<file path="src/rtl/cache_pkg.sv">
package cache_pkg;
  typedef enum logic [2:0] {
    ST_IDLE  = 3'd0,
    ST_WBACK = 3'd1,
    ST_FILL  = 3'd2,
    ST_WTWR  = 3'd3,
    ST_RESP  = 3'd4
  } cache_st_e;
endpackage

</file>
<file path="src/rtl/cache_lookup.sv">
module cache_lookup #(
  parameter int WAYS  = 2,
  parameter int TAG_W = 4,
  parameter int WAY_W = 1
) (
  input  logic [WAYS-1:0]       valid_row,
  input  logic [WAYS*TAG_W-1:0] tag_row,
  input  logic [TAG_W-1:0]      req_tag,
  input  logic [WAY_W-1:0]      lru_way,
  output logic [WAYS-1:0]       match_vec,
  output logic                  hit,
  output logic [WAY_W-1:0]      hit_way,
  output logic [WAY_W-1:0]      victim_way
);
  // one comparator per way, all in parallel
  for (genvar g = 0; g < WAYS; g++) begin : g_cmp
    assign match_vec[g] = valid_row[g] && (tag_row[g*TAG_W +: TAG_W] == req_tag);
  end

  assign hit = |match_vec;

  always_comb begin
    hit_way = '0;
    for (int w = 0; w < WAYS; w++) begin
      if (match_vec[w]) hit_way = WAY_W'(w);
    end
  end

  // lowest invalid way wins, otherwise the recency choice
  always_comb begin
    victim_way = lru_way;
    for (int w = WAYS - 1; w >= 0; w--) begin
      if (!valid_row[w]) victim_way = WAY_W'(w);
    end
  end
endmodule

</file>
<file path="src/rtl/cache_lru.sv">
module cache_lru #(
  parameter int SETS  = 4,
  parameter int WAYS  = 2,
  parameter int WAY_W = 1,
  parameter int IDX_W = 2
) (
  input  logic             clk,
  input  logic             rst_n,
  input  logic             touch_en,
  input  logic [IDX_W-1:0] touch_idx,
  input  logic [WAY_W-1:0] touch_way,
  input  logic [IDX_W-1:0] look_idx,
  output logic [WAY_W-1:0] lru_way
);
  if (WAYS == 1) begin : g_direct
    assign lru_way = '0;
  end else begin : g_age
    // age 0 = most recent, WAYS-1 = least recent
    logic [WAY_W-1:0] age_q [SETS][WAYS];
    logic [WAY_W-1:0] row_d [WAYS];
    logic [WAY_W-1:0] ref_age;

    always_comb begin
      ref_age = age_q[touch_idx][touch_way];
      for (int w = 0; w < WAYS; w++) begin
        if (WAY_W'(w) == touch_way)
          row_d[w] = '0;
        else if (age_q[touch_idx][w] < ref_age)
          row_d[w] = age_q[touch_idx][w] + WAY_W'(1);
        else
          row_d[w] = age_q[touch_idx][w];
      end
    end

    always_ff @(posedge clk or negedge rst_n) begin
      if (!rst_n) begin
        for (int s = 0; s < SETS; s++)
          for (int w = 0; w < WAYS; w++)
            age_q[s][w] <= WAY_W'(w);
      end else if (touch_en) begin
        for (int w = 0; w < WAYS; w++)
          age_q[touch_idx][w] <= row_d[w];
      end
    end

    always_comb begin
      lru_way = '0;
      for (int w = 0; w < WAYS; w++) begin
        if (age_q[look_idx][w] == WAY_W'(WAYS - 1)) lru_way = WAY_W'(w);
      end
    end

    // the ages of a touched set keep one entry at the oldest value
    a_r5_one_oldest: assert property (@(posedge clk) disable iff (!rst_n)
      touch_en |=> ($countones({age_q[touch_idx][0] == WAY_W'(WAYS - 1),
                                age_q[touch_idx][WAYS-1] == WAY_W'(WAYS - 1)}) <= 1));
  end
endmodule

</file>
<file path="src/rtl/cache_ctrl.sv">
module cache_ctrl
  import cache_pkg::*;
#(
  parameter int ADDR_W     = 8,
  parameter int DATA_W     = 8,
  parameter int SETS       = 4,
  parameter int WAYS       = 2,
  parameter int BLK_WORDS  = 2,
  parameter bit WRITE_BACK = 1'b1,
  parameter int CNT_W      = 16
) (
  input  logic                          clk,
  input  logic                          rst_n,
  input  logic                          cpu_req,
  input  logic                          cpu_we,
  input  logic [ADDR_W-1:0]             cpu_addr,
  input  logic [DATA_W-1:0]             cpu_wdata,
  output logic [DATA_W-1:0]             cpu_rdata,
  output logic                          cpu_ready,
  output logic                          mem_req,
  output logic                          mem_we,
  output logic [ADDR_W-1:0]             mem_addr,
  output logic [BLK_WORDS*DATA_W-1:0]   mem_wdata,
  output logic [BLK_WORDS-1:0]          mem_wstrb,
  input  logic                          mem_ack,
  input  logic [BLK_WORDS*DATA_W-1:0]   mem_rdata,
  output logic [CNT_W-1:0]              hit_cnt,
  output logic [CNT_W-1:0]              miss_cnt
);
  localparam int OFF_W = $clog2(BLK_WORDS);
  localparam int IDX_W = $clog2(SETS);
  localparam int TAG_W = ADDR_W - IDX_W - OFF_W;
  localparam int WAY_W = (WAYS > 1) ? $clog2(WAYS) : 1;
  localparam int BLK_W = BLK_WORDS * DATA_W;

  // storage
  logic              valid_q [SETS][WAYS];
  logic              dirty_q [SETS][WAYS];
  logic [TAG_W-1:0]  tag_q   [SETS][WAYS];
  logic [DATA_W-1:0] data_q  [SETS][WAYS][BLK_WORDS];

  // request fields
  logic [TAG_W-1:0] cur_tag;
  logic [IDX_W-1:0] cur_idx;
  logic [OFF_W-1:0] cur_off;
  assign cur_tag = cpu_addr[ADDR_W-1 -: TAG_W];
  assign cur_idx = cpu_addr[OFF_W +: IDX_W];
  assign cur_off = cpu_addr[OFF_W-1:0];

  // latched request for the miss path
  logic [TAG_W-1:0]  rq_tag;
  logic [IDX_W-1:0]  rq_idx;
  logic [OFF_W-1:0]  rq_off;
  logic              rq_we;
  logic [DATA_W-1:0] rq_wdata;
  logic [WAY_W-1:0]  way_q;

  cache_st_e st_q, st_d;

  // lookup
  logic [WAYS-1:0]       valid_row;
  logic [WAYS*TAG_W-1:0] tag_row;
  logic [WAYS-1:0]       match_vec;
  logic                  hit;
  logic [WAY_W-1:0]      hit_way, victim_way, lru_way;

  always_comb begin
    for (int w = 0; w < WAYS; w++) begin
      valid_row[w]                = valid_q[cur_idx][w];
      tag_row[w*TAG_W +: TAG_W]   = tag_q[cur_idx][w];
    end
  end

  cache_lookup #(.WAYS(WAYS), .TAG_W(TAG_W), .WAY_W(WAY_W)) u_lookup (
    .valid_row  (valid_row),
    .tag_row    (tag_row),
    .req_tag    (cur_tag),
    .lru_way    (lru_way),
    .match_vec  (match_vec),
    .hit        (hit),
    .hit_way    (hit_way),
    .victim_way (victim_way)
  );

  // control strobes
  logic accept, hit_fire, wr_hit, fill_en, wt_write, vic_dirty, touch_en;
  logic [IDX_W-1:0] touch_idx;
  logic [WAY_W-1:0] touch_way;

  assign accept    = (st_q == ST_IDLE) && cpu_req;
  assign hit_fire  = accept && hit;
  assign wr_hit    = hit_fire && cpu_we;
  assign wt_write  = cpu_we && !WRITE_BACK;
  assign fill_en   = (st_q == ST_FILL) && mem_ack;
  assign vic_dirty = valid_q[cur_idx][victim_way] && dirty_q[cur_idx][victim_way];
  assign touch_en  = hit_fire || fill_en;
  assign touch_idx = fill_en ? rq_idx : cur_idx;
  assign touch_way = fill_en ? way_q : hit_way;

  cache_lru #(.SETS(SETS), .WAYS(WAYS), .WAY_W(WAY_W), .IDX_W(IDX_W)) u_lru (
    .clk       (clk),
    .rst_n     (rst_n),
    .touch_en  (touch_en),
    .touch_idx (touch_idx),
    .touch_way (touch_way),
    .look_idx  (cur_idx),
    .lru_way   (lru_way)
  );

  // next state
  always_comb begin
    st_d = st_q;
    unique case (st_q)
      ST_IDLE: begin
        if (cpu_req) begin
          if (wt_write)       st_d = ST_WTWR;
          else if (!hit)      st_d = vic_dirty ? ST_WBACK : ST_FILL;
        end
      end
      ST_WBACK: if (mem_ack) st_d = ST_FILL;
      ST_FILL:  if (mem_ack) st_d = ST_RESP;
      ST_WTWR:  if (mem_ack) st_d = ST_RESP;
      ST_RESP:  st_d = ST_IDLE;
      default:  st_d = ST_IDLE;
    endcase
  end

  always_ff @(posedge clk or negedge rst_n) begin
    if (!rst_n) st_q <= ST_IDLE;
    else        st_q <= st_d;
  end

  // request capture, enabled only on acceptance
  always_ff @(posedge clk) begin
    if (accept) begin
      rq_tag   <= cur_tag;
      rq_idx   <= cur_idx;
      rq_off   <= cur_off;
      rq_we    <= cpu_we;
      rq_wdata <= cpu_wdata;
      way_q    <= hit ? hit_way : victim_way;
    end
  end

  // valid and dirty bits
  always_ff @(posedge clk or negedge rst_n) begin
    if (!rst_n) begin
      for (int s = 0; s < SETS; s++)
        for (int w = 0; w < WAYS; w++) begin
          valid_q[s][w] <= 1'b0;
          dirty_q[s][w] <= 1'b0;
        end
    end else if (fill_en) begin
      valid_q[rq_idx][way_q] <= 1'b1;
      dirty_q[rq_idx][way_q] <= rq_we;
    end else if (wr_hit && WRITE_BACK) begin
      dirty_q[cur_idx][hit_way] <= 1'b1;
    end
  end

  // tag and data arrays
  always_ff @(posedge clk) begin
    if (fill_en) begin
      tag_q[rq_idx][way_q] <= rq_tag;
      for (int j = 0; j < BLK_WORDS; j++)
        data_q[rq_idx][way_q][j] <= (rq_we && rq_off == OFF_W'(j)) ?
                                    rq_wdata : mem_rdata[j*DATA_W +: DATA_W];
    end else if (wr_hit) begin
      data_q[cur_idx][hit_way][cur_off] <= cpu_wdata;
    end
  end

  // processor side
  assign cpu_ready = (hit_fire && !wt_write) || (st_q == ST_RESP);
  assign cpu_rdata = (st_q == ST_IDLE) ? data_q[cur_idx][hit_way][cur_off]
                                       : data_q[rq_idx][way_q][rq_off];

  // memory side
  logic [BLK_W-1:0] vic_block;
  always_comb begin
    for (int j = 0; j < BLK_WORDS; j++)
      vic_block[j*DATA_W +: DATA_W] = data_q[rq_idx][way_q][j];
  end

  always_comb begin
    mem_req   = 1'b0;
    mem_we    = 1'b0;
    mem_addr  = {rq_tag, rq_idx, {OFF_W{1'b0}}};
    mem_wdata = '0;
    mem_wstrb = '0;
    unique case (st_q)
      ST_WBACK: begin
        mem_req   = 1'b1;
        mem_we    = 1'b1;
        mem_addr  = {tag_q[rq_idx][way_q], rq_idx, {OFF_W{1'b0}}};
        mem_wdata = vic_block;
        mem_wstrb = '1;
      end
      ST_FILL: mem_req = 1'b1;
      ST_WTWR: begin
        mem_req   = 1'b1;
        mem_we    = 1'b1;
        mem_wdata = {BLK_WORDS{rq_wdata}};
        mem_wstrb = BLK_WORDS'(1) << rq_off;
      end
      default: ;
    endcase
  end

  // counters
  logic [CNT_W-1:0] hit_cnt_q, miss_cnt_q;
  always_ff @(posedge clk or negedge rst_n) begin
    if (!rst_n) begin
      hit_cnt_q  <= '0;
      miss_cnt_q <= '0;
    end else if (accept) begin
      if (hit) hit_cnt_q  <= hit_cnt_q + CNT_W'(1);
      else     miss_cnt_q <= miss_cnt_q + CNT_W'(1);
    end
  end
  assign hit_cnt  = hit_cnt_q;
  assign miss_cnt = miss_cnt_q;

  // assertions
  a_r2_ready_needs_req: assert property (@(posedge clk) disable iff (!rst_n)
    cpu_ready |-> cpu_req);

  a_r3_fill_then_ready: assert property (@(posedge clk) disable iff (!rst_n)
    ((st_q == ST_FILL) && mem_ack) |=> cpu_ready);

  a_r5_single_match: assert property (@(posedge clk) disable iff (!rst_n)
    accept |-> $onehot0(match_vec));

  a_r6_wb_before_fill: assert property (@(posedge clk) disable iff (!rst_n)
    (WRITE_BACK && mem_req && mem_we && mem_ack) |=> (mem_req && !mem_we));

  a_r8_wt_single_strobe: assert property (@(posedge clk) disable iff (!rst_n)
    (!WRITE_BACK && mem_req && mem_we) |-> $onehot(mem_wstrb));

  a_r11_cnt_idle: assert property (@(posedge clk) disable iff (!rst_n)
    !accept |=> ($stable(hit_cnt) && $stable(miss_cnt)));

  a_r12_req_held: assert property (@(posedge clk) disable iff (!rst_n)
    (mem_req && !mem_ack) |=> (mem_req && $stable(mem_addr) && $stable(mem_we)));
endmodule

</file>
<file path="config.mk">
export PLATFORM = sky130hd
export DESIGN_NAME = cache_ctrl
export DESIGN_NICKNAME = d
export VERILOG_FILES = /design/src/rtl/cache_pkg.sv /design/src/rtl/cache_lookup.sv /design/src/rtl/cache_lru.sv /design/src/rtl/cache_ctrl.sv
export SDC_FILE = /design/constraint.sdc
export NUM_CORES = 1
export LEC_CHECK = 0
export ABC_AREA = 1
export ABC_CLOCK_PERIOD_IN_PS = 3500
export BUFFER_PORTS_ARGS = -buffer_cell sky130_fd_sc_hd__buf_2
export CORE_ASPECT_RATIO = 1.75
export CORE_MARGIN = 2
export CORE_UTILIZATION = 60
export DETAILED_ROUTE_END_ITERATION = 12
export HOLD_SLACK_MARGIN = 0.1
export PLACE_DENSITY = 0.91
export SETUP_SLACK_MARGIN = 0.1
export SYNTH_ARGS = -nofsm -noshare
export SYNTH_HDL_FRONTEND = slang
export SYNTH_SLANG_ARGS = --single-unit
</file>
<file path="constraint.sdc">
create_clock -name clk -period 3.5 [get_ports clk]
set_input_delay 0.175 -clock clk [delete_from_list [all_inputs] [get_ports clk]]
set_output_delay 0.175 -clock clk [all_outputs]
set_load 0.05 [all_outputs]
</file>
---- After elaboration in Yosys (flattened, before gate mapping) ----
Memory sizes are Yosys's and may differ from the RTL's. A register that Yosys moved wholly into a read port is not among the register bits.
Index checks and enable logic that the tools add are counted.
cells by class
  muxes and demuxes ....................... 132
  eq/ne operators ......................... 10
  shift-type cells ........................ 1
  $lt $le $gt $ge ......................... 17
  reduce and logical (&&, ||, !) cells .... 27
  bitwise logic cells ..................... 45
  add/sub/neg operators ................... 4
operator list
  cell                   count
  $mux 32                5
  $mux 16                8
  $mux 8                 14
  $mux 1                 61
  $demux 16 s1           3
  $add 16x1->16 const B  2
  $or 1x1->1             32
  $pmux 16 s2            1
  $reduce_or 32->1       1
  $mux 2                 14
  $bwmux 8               3
  $mux 5                 4
  $bmux 2 s2             4
  $demux 2 s2            4
  $or 8x8->8             2
  $logic_and 1x1->1      15
  $ge 2x2->1 const B     6
  $mux 3                 4
  $not 1->2              6
  $eq 5x5->1             2
  $mux 10                1
  $ge 3x3->1 const B     3
  $lt 3x1->1 const B     3
  $not 2->3              3
  other kinds (22)       35
storage, ports and cells
  output and inout port bits .............. 69
  input bits .............................. 37
  memory bits (writable) .................. 168
  word-level logic and storage cells ...... 271
  register bits ........................... 77
  memories kept ........................... 2
memory list
  memory  depth  width  rd ports  clocked after Yosys merged registers in  write ports  RTL line          text
  data_q  4      32     2         1                                        1            cache_ctrl.sv:40  logic [DATA_W-1:0] data_q [SETS][WAYS][BLK_WORDS];
  tag_q   4      10     2         1                                        1            cache_ctrl.sv:39  logic [TAG_W-1:0] tag_q [SETS][WAYS];

---- Logic depth before layout (Yosys ltp) ----
Gate-level depths: netlist of run 1.
  word-level depth ........................ 16
  mapped depth ............................ 18
  gate-level depth less buffers ........... 16

---- Modules after synthesis ----
Synthesis of run 1 repeated with hierarchy kept, for this count alone.
unflattened totals
  cell total of the unflattened synthesis .. 1507
  area total of the unflattened synthesis .. 12998.7 sq um
by module, submodules not included
  module        area each (sq um)  instances  cells each  seq. area each (sq um)
  cache_ctrl    12319.3            1          1385        6901.6
  cache_lru     452.9              1          65          205.2
  cache_lookup  226.5              1          57          0.0

---- Worst setup path before layout of run 1 ----
OpenSTA, ideal clock, no wires.
  path kind ............................... register to output
  start ................................... reg st_q[2]
  end ..................................... out mem_wdata[11]
  stages on the path, launching flop included .. 4
  required time ........................... 3.325 ns
  path slack .............................. 0.717 ns
  arrival time ............................ 2.608 ns
  buffers on the path ..................... 0
  cells stage by stage .................... dfrtp_1 nor2_1 nand2_1 o21ai_0
on the way
  longest elaborated chain between the ends .. 2
  elaborated cells between the ends (all ways) .. 3
  classes of those cells .................. 2 x eq/ne; 1 x mux
RTL lines
  element                                   RTL line           text
  from (decl)                               cache_ctrl.sv:58   cache_st_e st_q, st_d;
  from (signal assigned)                    cache_ctrl.sv:130  else st_q <= st_d;
  $eq 3x2->1 or $eq 3x1->1 (tied branches)  cache_ctrl.sv:191  unique case (st_q)
  $pmux 16 s2 (*)                           cache_ctrl.sv:191
  to (decl)                                 cache_ctrl.sv:23   output logic [BLK_WORDS*DATA_W-1:0] mem_wdata,
Every way passes the cells marked *; elsewhere a longest branch is shown, timed or not.

==> run summary, run 1 <==
Status -> finished clean
CP Launch Type -> flip-flop
Most frequent cells in the layout -> nand2_1, o21ai_0, edfxtp_1, nor2_1, buf_2
Post-synth EDFFs -> 186
Commonest non-fill, non-tap cell in the layout -> nand2_1
Critical path data arrival time -> 3.15 ns
Top_reg_cell synth -> edfxtp_1
Fraction of registers with async set/reset -> 23.9%
Vias in the first global route -> 12000
Placed cell count -> 1819
Via/cell ratio -> 6.45
Starting DRT DRC Count -> 1728
Top Layer Used -> met4
Fillcell total -> 1587
Synth-to-Final Area Change -> 14.2%
Initial antenna violation count -> 0
Combinational share of power -> 38.3%
CTS root buf -> clkbuf_16
Post-DRT Antenna Nets -> 0
Leak -> 0.00624 µW
Nets -> 1646
Largest family of logic cells by synthesized area -> simple AND/OR/NAND/NOR gates
Maximum vdd drop -> 0.000745 V
Core region area -> 21300 µm²
P_sw -> 4360 µW
Initial Util -> 60.6%
Met3 WL -> 4190 µm
Cell-internal power -> 6010 µW
Global route overflow -> 0
Clock sink count -> 247
First-pass GRT wire length -> 63200 µm
Routed WL -> 42200 µm
CP Capture Type -> output port
Final std cells w/o fill -> 1879
Inserted Clock Buffers -> 23
Compound-Gate Fraction of Synth Area -> 15.4%
Worst Hold Endpoint -> st_q[1]
Die area -> 22800 µm²
Max Freq -> 301 MHz
Share of cells above drive strength 1 -> 14.4%
Met1 Wirelength -> 12700 µm
Setup WS pre-CTS -> 0.441 ns
Synth Warn # -> 0
Worst R2R Setup Slack -> 0.39 ns
Hold depth -> 4
Hold_sp -> cpu_req
CTS clock-pin slew for the worst setup and hold paths -> 0.07 ns
Critical path peak fanout -> 30
Final Skew -> 0.0333 ns
I/O pin total -> 106
CTS tree -> yes
Syn_area_per_cell -> 8.69 µm²
Die width -> 115 µm
Hold WC Path Type -> in -> reg
H-Tree Depth -> 1
Post-CTS Setup Inserts -> 0
Synthesized area -> 12900 µm²
WS Path Type -> reg -> out
DR pass1 iterations -> 7
Clock power frac -> 24.7%
Final Cycle Share -> 95.0%
Post-DP HPWL -> 29300 µm
RSZ-0062 raised after global routing -> false
Tmin final -> 3.33 ns
FP Rows -> 71
P per Cell Area -> 703 nW/µm²
Worst r2r dst -> data_q[0][17]
Residual DRC -> 0
R2r worst-path depth -> 11
R2r startpoint -> st_q[0]
Max-Slew Margin vs Limit -> 33.6%
Post-synthesis adder-cell area fraction -> 0.194%
Post-synthesis mux area share -> 0%
Final WS setup -> 0.175 ns
Fin. max-slew vios -> 0
IO buf count -> 104
Distinct cells, synth -> 42
Setup TNS -> 0 ns
Routed wire length on met2 -> 20700 µm
Synth Instances -> 1485
Post-Route Utilization -> 69.2%
Syn_nets -> 1524
Die Y -> 198 µm
Post-Synth Simple-Gate Area -> 21.5%
Vias -> 12100
Skew-Pair Late Insertion Delay -> 0.53 ns
WL/cell -> 22.5 µm
Maxcap violations -> 0
Antenna diodes -> 0
Slew at the pin with the worst max-slew slack -> 0.986 ns
Final hold vios -> 0
XOR/XNOR Fraction of Synth Area -> 1.97%
Clock buffer depth -> 3
Setup-failing EPs final -> 0
Switching Fraction -> 42.1%
Routability cong. -> 1.08
Largest net degree at the start of global routing -> 89
Register share of total power -> 37.0%
WP data required -> 3.32 ns
GRT Total Usage -> 36.9%
Yosys reg bits -> 247
Sequential area share after synthesis -> 55.0%
## layout make-up
type	count	area (µm²)	area share [%]
well taps	255	319	2.16
repair buffers	175	1120	7.62
clock buffers	25	583	3.95
multi-input cells	1058	5050	34.2
clock inverters	17	178	1.21
flip-flops and latches	247	7110	48.2
inverters	102	387	2.62
## power by group through the flow
stage          Sequential [µW]  Clock, µW  Combinational, µW
2_1_floorplan             3980          0               2410
3_3_place_gp              3860          0               3700
3_5_place_dp              3880          0               3790
4_1_cts                   3820       2540               3830
5_1_grt                   3860       2660               4190
6_report                  3840       2560               3980
## state kept, by name (all words and copies together) (netlist names), 2 cells and up, named ones only
register	count
st_q	3
rq_idx	2
rq_tag	5
miss_cnt	16
tag_q	40
data_q	128
hit_cnt	16
rq_wdata	8
u_lru.g_age.age_q	8
valid_q	8
dirty_q	8
## critical path: stages (launching register included)
cell and delay [ns]:
dfxtp_1 0.39, buf_4 0.37, o21ai_0 0.14, o21ai_0 0.49
nor2_1 0.09, a31oi_1 0.32, inv_1 0.21, nand2_1 0.10
o211ai_1 0.10, nand2_1 0.12, buf_2 0.28
## timing repair
item,CTS,global route
hold buffers,18,0
gates resized for setup,0,1
endpoints found under the hold margin,68,0
endpoints found under the setup margin,0,2
## cell families (layout without fill, tap and decap cells)
kind of cell,after synthesis,count (layout)
AOI/OAI and AO/OA,346,346
xor gates and xnor gates,29,29
adders and majority gates,2,2
buffers and inverters,180,319
DFF,247,247
other,1,1
and+or+nand+nor,680,680
## Yosys cell counts, types with 7 or more instances
library cell / number / area (µm²)
a31oi_1: 7 / 43.8
buf_2: 11 / 55.1
a22oi_1: 27 / 203
a21oi_1: 39 / 195
nor2_2: 7 / 43.8
nand2_2: 9 / 56.3
o221ai_1: 10 / 87.6
inv_1: 95 / 357
o22ai_1: 18 / 113
nor2_1: 164 / 616
nand2_1: 415 / 1560
a221oi_1: 15 / 131
nor3_1: 11 / 55.1
o21ai_1: 13 / 65.1
xor2_1: 15 / 131
edfxtp_1: 186 / 5590
clkbuf_1: 55 / 206
o21ai_0: 192 / 961
buf_6: 7 / 78.8
o211ai_1: 22 / 165
nand4_1: 12 / 75.1
xnor2_1: 14 / 123
dfrtp_1: 55 / 1380
nand3_1: 44 / 220
## layer usage
metal | GRT usage [%] | up-vias
li1 | - | 5319
met1 | 38.6 | 5595
met2 | 62.1 | 894
met3 | 6.86 | 303
met4 | 32.3 | 0
met5 | 0 | -
## per-stage QoR
step | total power, µW | cell area, µm² | hold slack (ns)
2_1_floorplan | 6380 | 12900 | -0.121
3_3_place_gp | 7570 | 13800 | 0.312
3_5_place_dp | 7660 | 13800 | 0.320
4_1_cts | 10200 | 14700 | 0.145
5_1_grt | 10700 | 14700 | 0.203
6_report | 10400 | 14700 | 0.153
## how the worst max path moves through the flow
stage,startpoint,end,slack [ns],cells past startpoint
6_report,flip-flop,cpu_rdata[0],0.17,10
5_1_grt,flip-flop,mem_wdata[13],0.17,9
4_1_cts,flip-flop,cpu_rdata[4],0.33,8
3_5_place_dp,cpu_addr[1],data_q[1][23],0.44,19
3_3_place_gp,cpu_addr[1],data_q[1][22],0.58,19
2_1_floorplan,st_q[2],mem_wdata[11],0.72,3
No activity file was read; power rests on OpenSTA's default activity.
==> run 2, diff against run 1 <==
- CORE_UTILIZATION: 60 -> 50
- PLACE_DENSITY: 0.91 -> 0.8
==> run 2 against run 1 <==
Effect of this change: combinational power about the same; wire length decreased by 1.5%; utilization decreased by 10 points; non-clock buffer count increased by 7; register-to-register slack improved by 0.18 ns; largest cell class unchanged.
==> run summary, run 2 (synthesis results as in run 1) <==
Slew at the pin with the worst max-slew slack -> 1.06 ns
Routed WL -> 41600 µm
Maximum vdd drop -> 0.000649 V
Die Y -> 217 µm
Initial antenna violation count -> 0
WP data required -> 3.32 ns
Slowest-stage cell, CP -> buf_4
IO buf count -> 104
P per Cell Area -> 702 nW/µm²
Residual DRC -> 0
Starting DRT DRC Count -> 1555
Status -> finished clean
Share of cells above drive strength 1 -> 14.7%
Die area -> 27200 µm²
Largest net degree at the start of global routing -> 89
Hold_sp -> cpu_req
Maxcap violations -> 0
Die width -> 125 µm
FF+latch area -> 7110 µm²
Max-Slew Margin vs Limit -> 29.0%
FP Rows -> 77
Skew-Pair Late Insertion Delay -> 0.57 ns
Leak -> 0.00628 µW
Hold depth -> 4
Routability cong. -> 1.03
First-pass GRT wire length -> 63900 µm
CP Launch Type -> flip-flop
Commonest non-fill, non-tap cell in the layout -> nand2_1
R2r worst-path depth -> 7
Largest register FFs -> 128
Max Freq -> 311 MHz
Critical path depth -> 9
Final Skew -> 0.0335 ns
GRT Total Usage -> 30.2%
Vias in the first global route -> 11700
CP delay by family, top -> simple AND/OR/NAND/NOR gates
Setup TNS -> 0 ns
Worst stage delay on the critical path -> 0.42 ns
Regs by FF count -> data_q (128), tag_q (40)
Multi-input gate area -> 5050 µm²
Final hold vios -> 0
Antenna diodes -> 0
CTS root buf -> clkbuf_16
Worst hold slack -> 0.132 ns
Nets -> 1653
H-Tree Depth -> 1
Worst Hold Endpoint -> st_q[0]
Fillcell total -> 2104
Most frequent cells in the layout -> nand2_1, o21ai_0, edfxtp_1, nor2_1, buf_2
WS Path Type -> reg -> out
Vias -> 11900
Final Cycle Share -> 91.9%
Worst r2r dst -> data_q[0][19]
Global route overflow -> 0
Register name with the most flops -> data_q
Post-DP HPWL -> 28600 µm
Core region area -> 25300 µm²
RSZ-0062 raised after global routing -> false
Post-DRT Antenna Nets -> 0
Critical path peak fanout -> 22
Inserted Clock Buffers -> 23
CP Capture Type -> output port
Crit-path cells -> nor2_1, inv_1, nor2_1, nand2_1, clkinv_1, buf_4, nand2_2, nand2_1, buf_2
Via/cell ratio -> 6.09
WL/cell -> 21.4 µm
Clock sink count -> 247
CTS clock-pin slew for the worst setup and hold paths -> 0.07 ns
Critical path data arrival time -> 3.04 ns
DR pass1 iterations -> 6
Setup-failing EPs final -> 0
Worst R2R Setup Slack -> 0.57 ns
Sum of buffers and inverters on the critical path -> 4
Clock buffer depth -> 3
Tmin final -> 3.22 ns
CTS tree -> yes
R2r startpoint -> rq_off
I/O pin total -> 106
Fin. max-slew vios -> 0
Synth-to-Final Area Change -> 15.7%
Initial Util -> 51.0%
Hold WC Path Type -> in -> reg
==> run 2: worst max path at each step <==
stage	startpoint	slack, ns	end
6_report	st_q[0]	0.28	cpu_ready
4_1_cts	cpu_addr[2]	0.11	cpu_rdata[0]
2_1_floorplan	st_q[2]	0.72	mem_wdata[11]
3_3_place_gp	cpu_addr[1]	0.47	cpu_rdata[5]
5_1_grt	cpu_addr[2]	0.12	cpu_rdata[0]
3_5_place_dp	cpu_addr[2]	0.39	data_q[3][12]
==> run 2: where the power goes <==
part	total, µW	switching, µW	internal, µW
Combinational	4000	2990	1010
Clock	2690	1170	1520
Sequential	3790	195	3600
Total	10500	4360	6130
==> run 2: metal layers <==
layer	track usage, %	vias to the layer above	wire length [µm]
met5	0	-	0
met4	21.4	0	3220
li1	-	5332	-
met1	34.7	5554	14000
met3	3.78	204	3780
met2	51.7	762	20700
==> run 2: per-stage QoR <==
stage                     utilization (%)  worst slack [ns]  cells  instance area, µm²  total power (µW)
after floorplan                         -             0.717   1485               12900              6380
after global placement               54.8             0.473   1881               13900              7600
after detailed placement             54.8             0.386   1881               13900              7680
after CTS                            58.7             0.114   1943               14900             10400
after global routing                 58.9             0.116   1947               14900             10900
final                                58.9             0.284   1947               14900             10500
==> run 2: timing repair <==
action	4_1_cts	5_1_grt
hold endpoints to repair	81	0
setup endpoints to repair	0	8
setup buffers	0	4
hold buffers	20	0
resized for setup	0	7
==> run 2: area by class of cell <==
type | count | area share, %
clock buffers | 27 | 3.96
clock inverters | 15 | 1.37
inverters | 102 | 2.61
multi-input cells | 1058 | 33.8
flip-flops and latches | 247 | 47.6
well taps | 316 | 2.65
repair buffers | 182 | 7.99
==> run 2: tightest hold or removal path, cell delays in order <==
cell	delay, ns
buf_2	0.11
o22ai_1	0.11
nand3b_1	0.16
o21ai_0	0.09
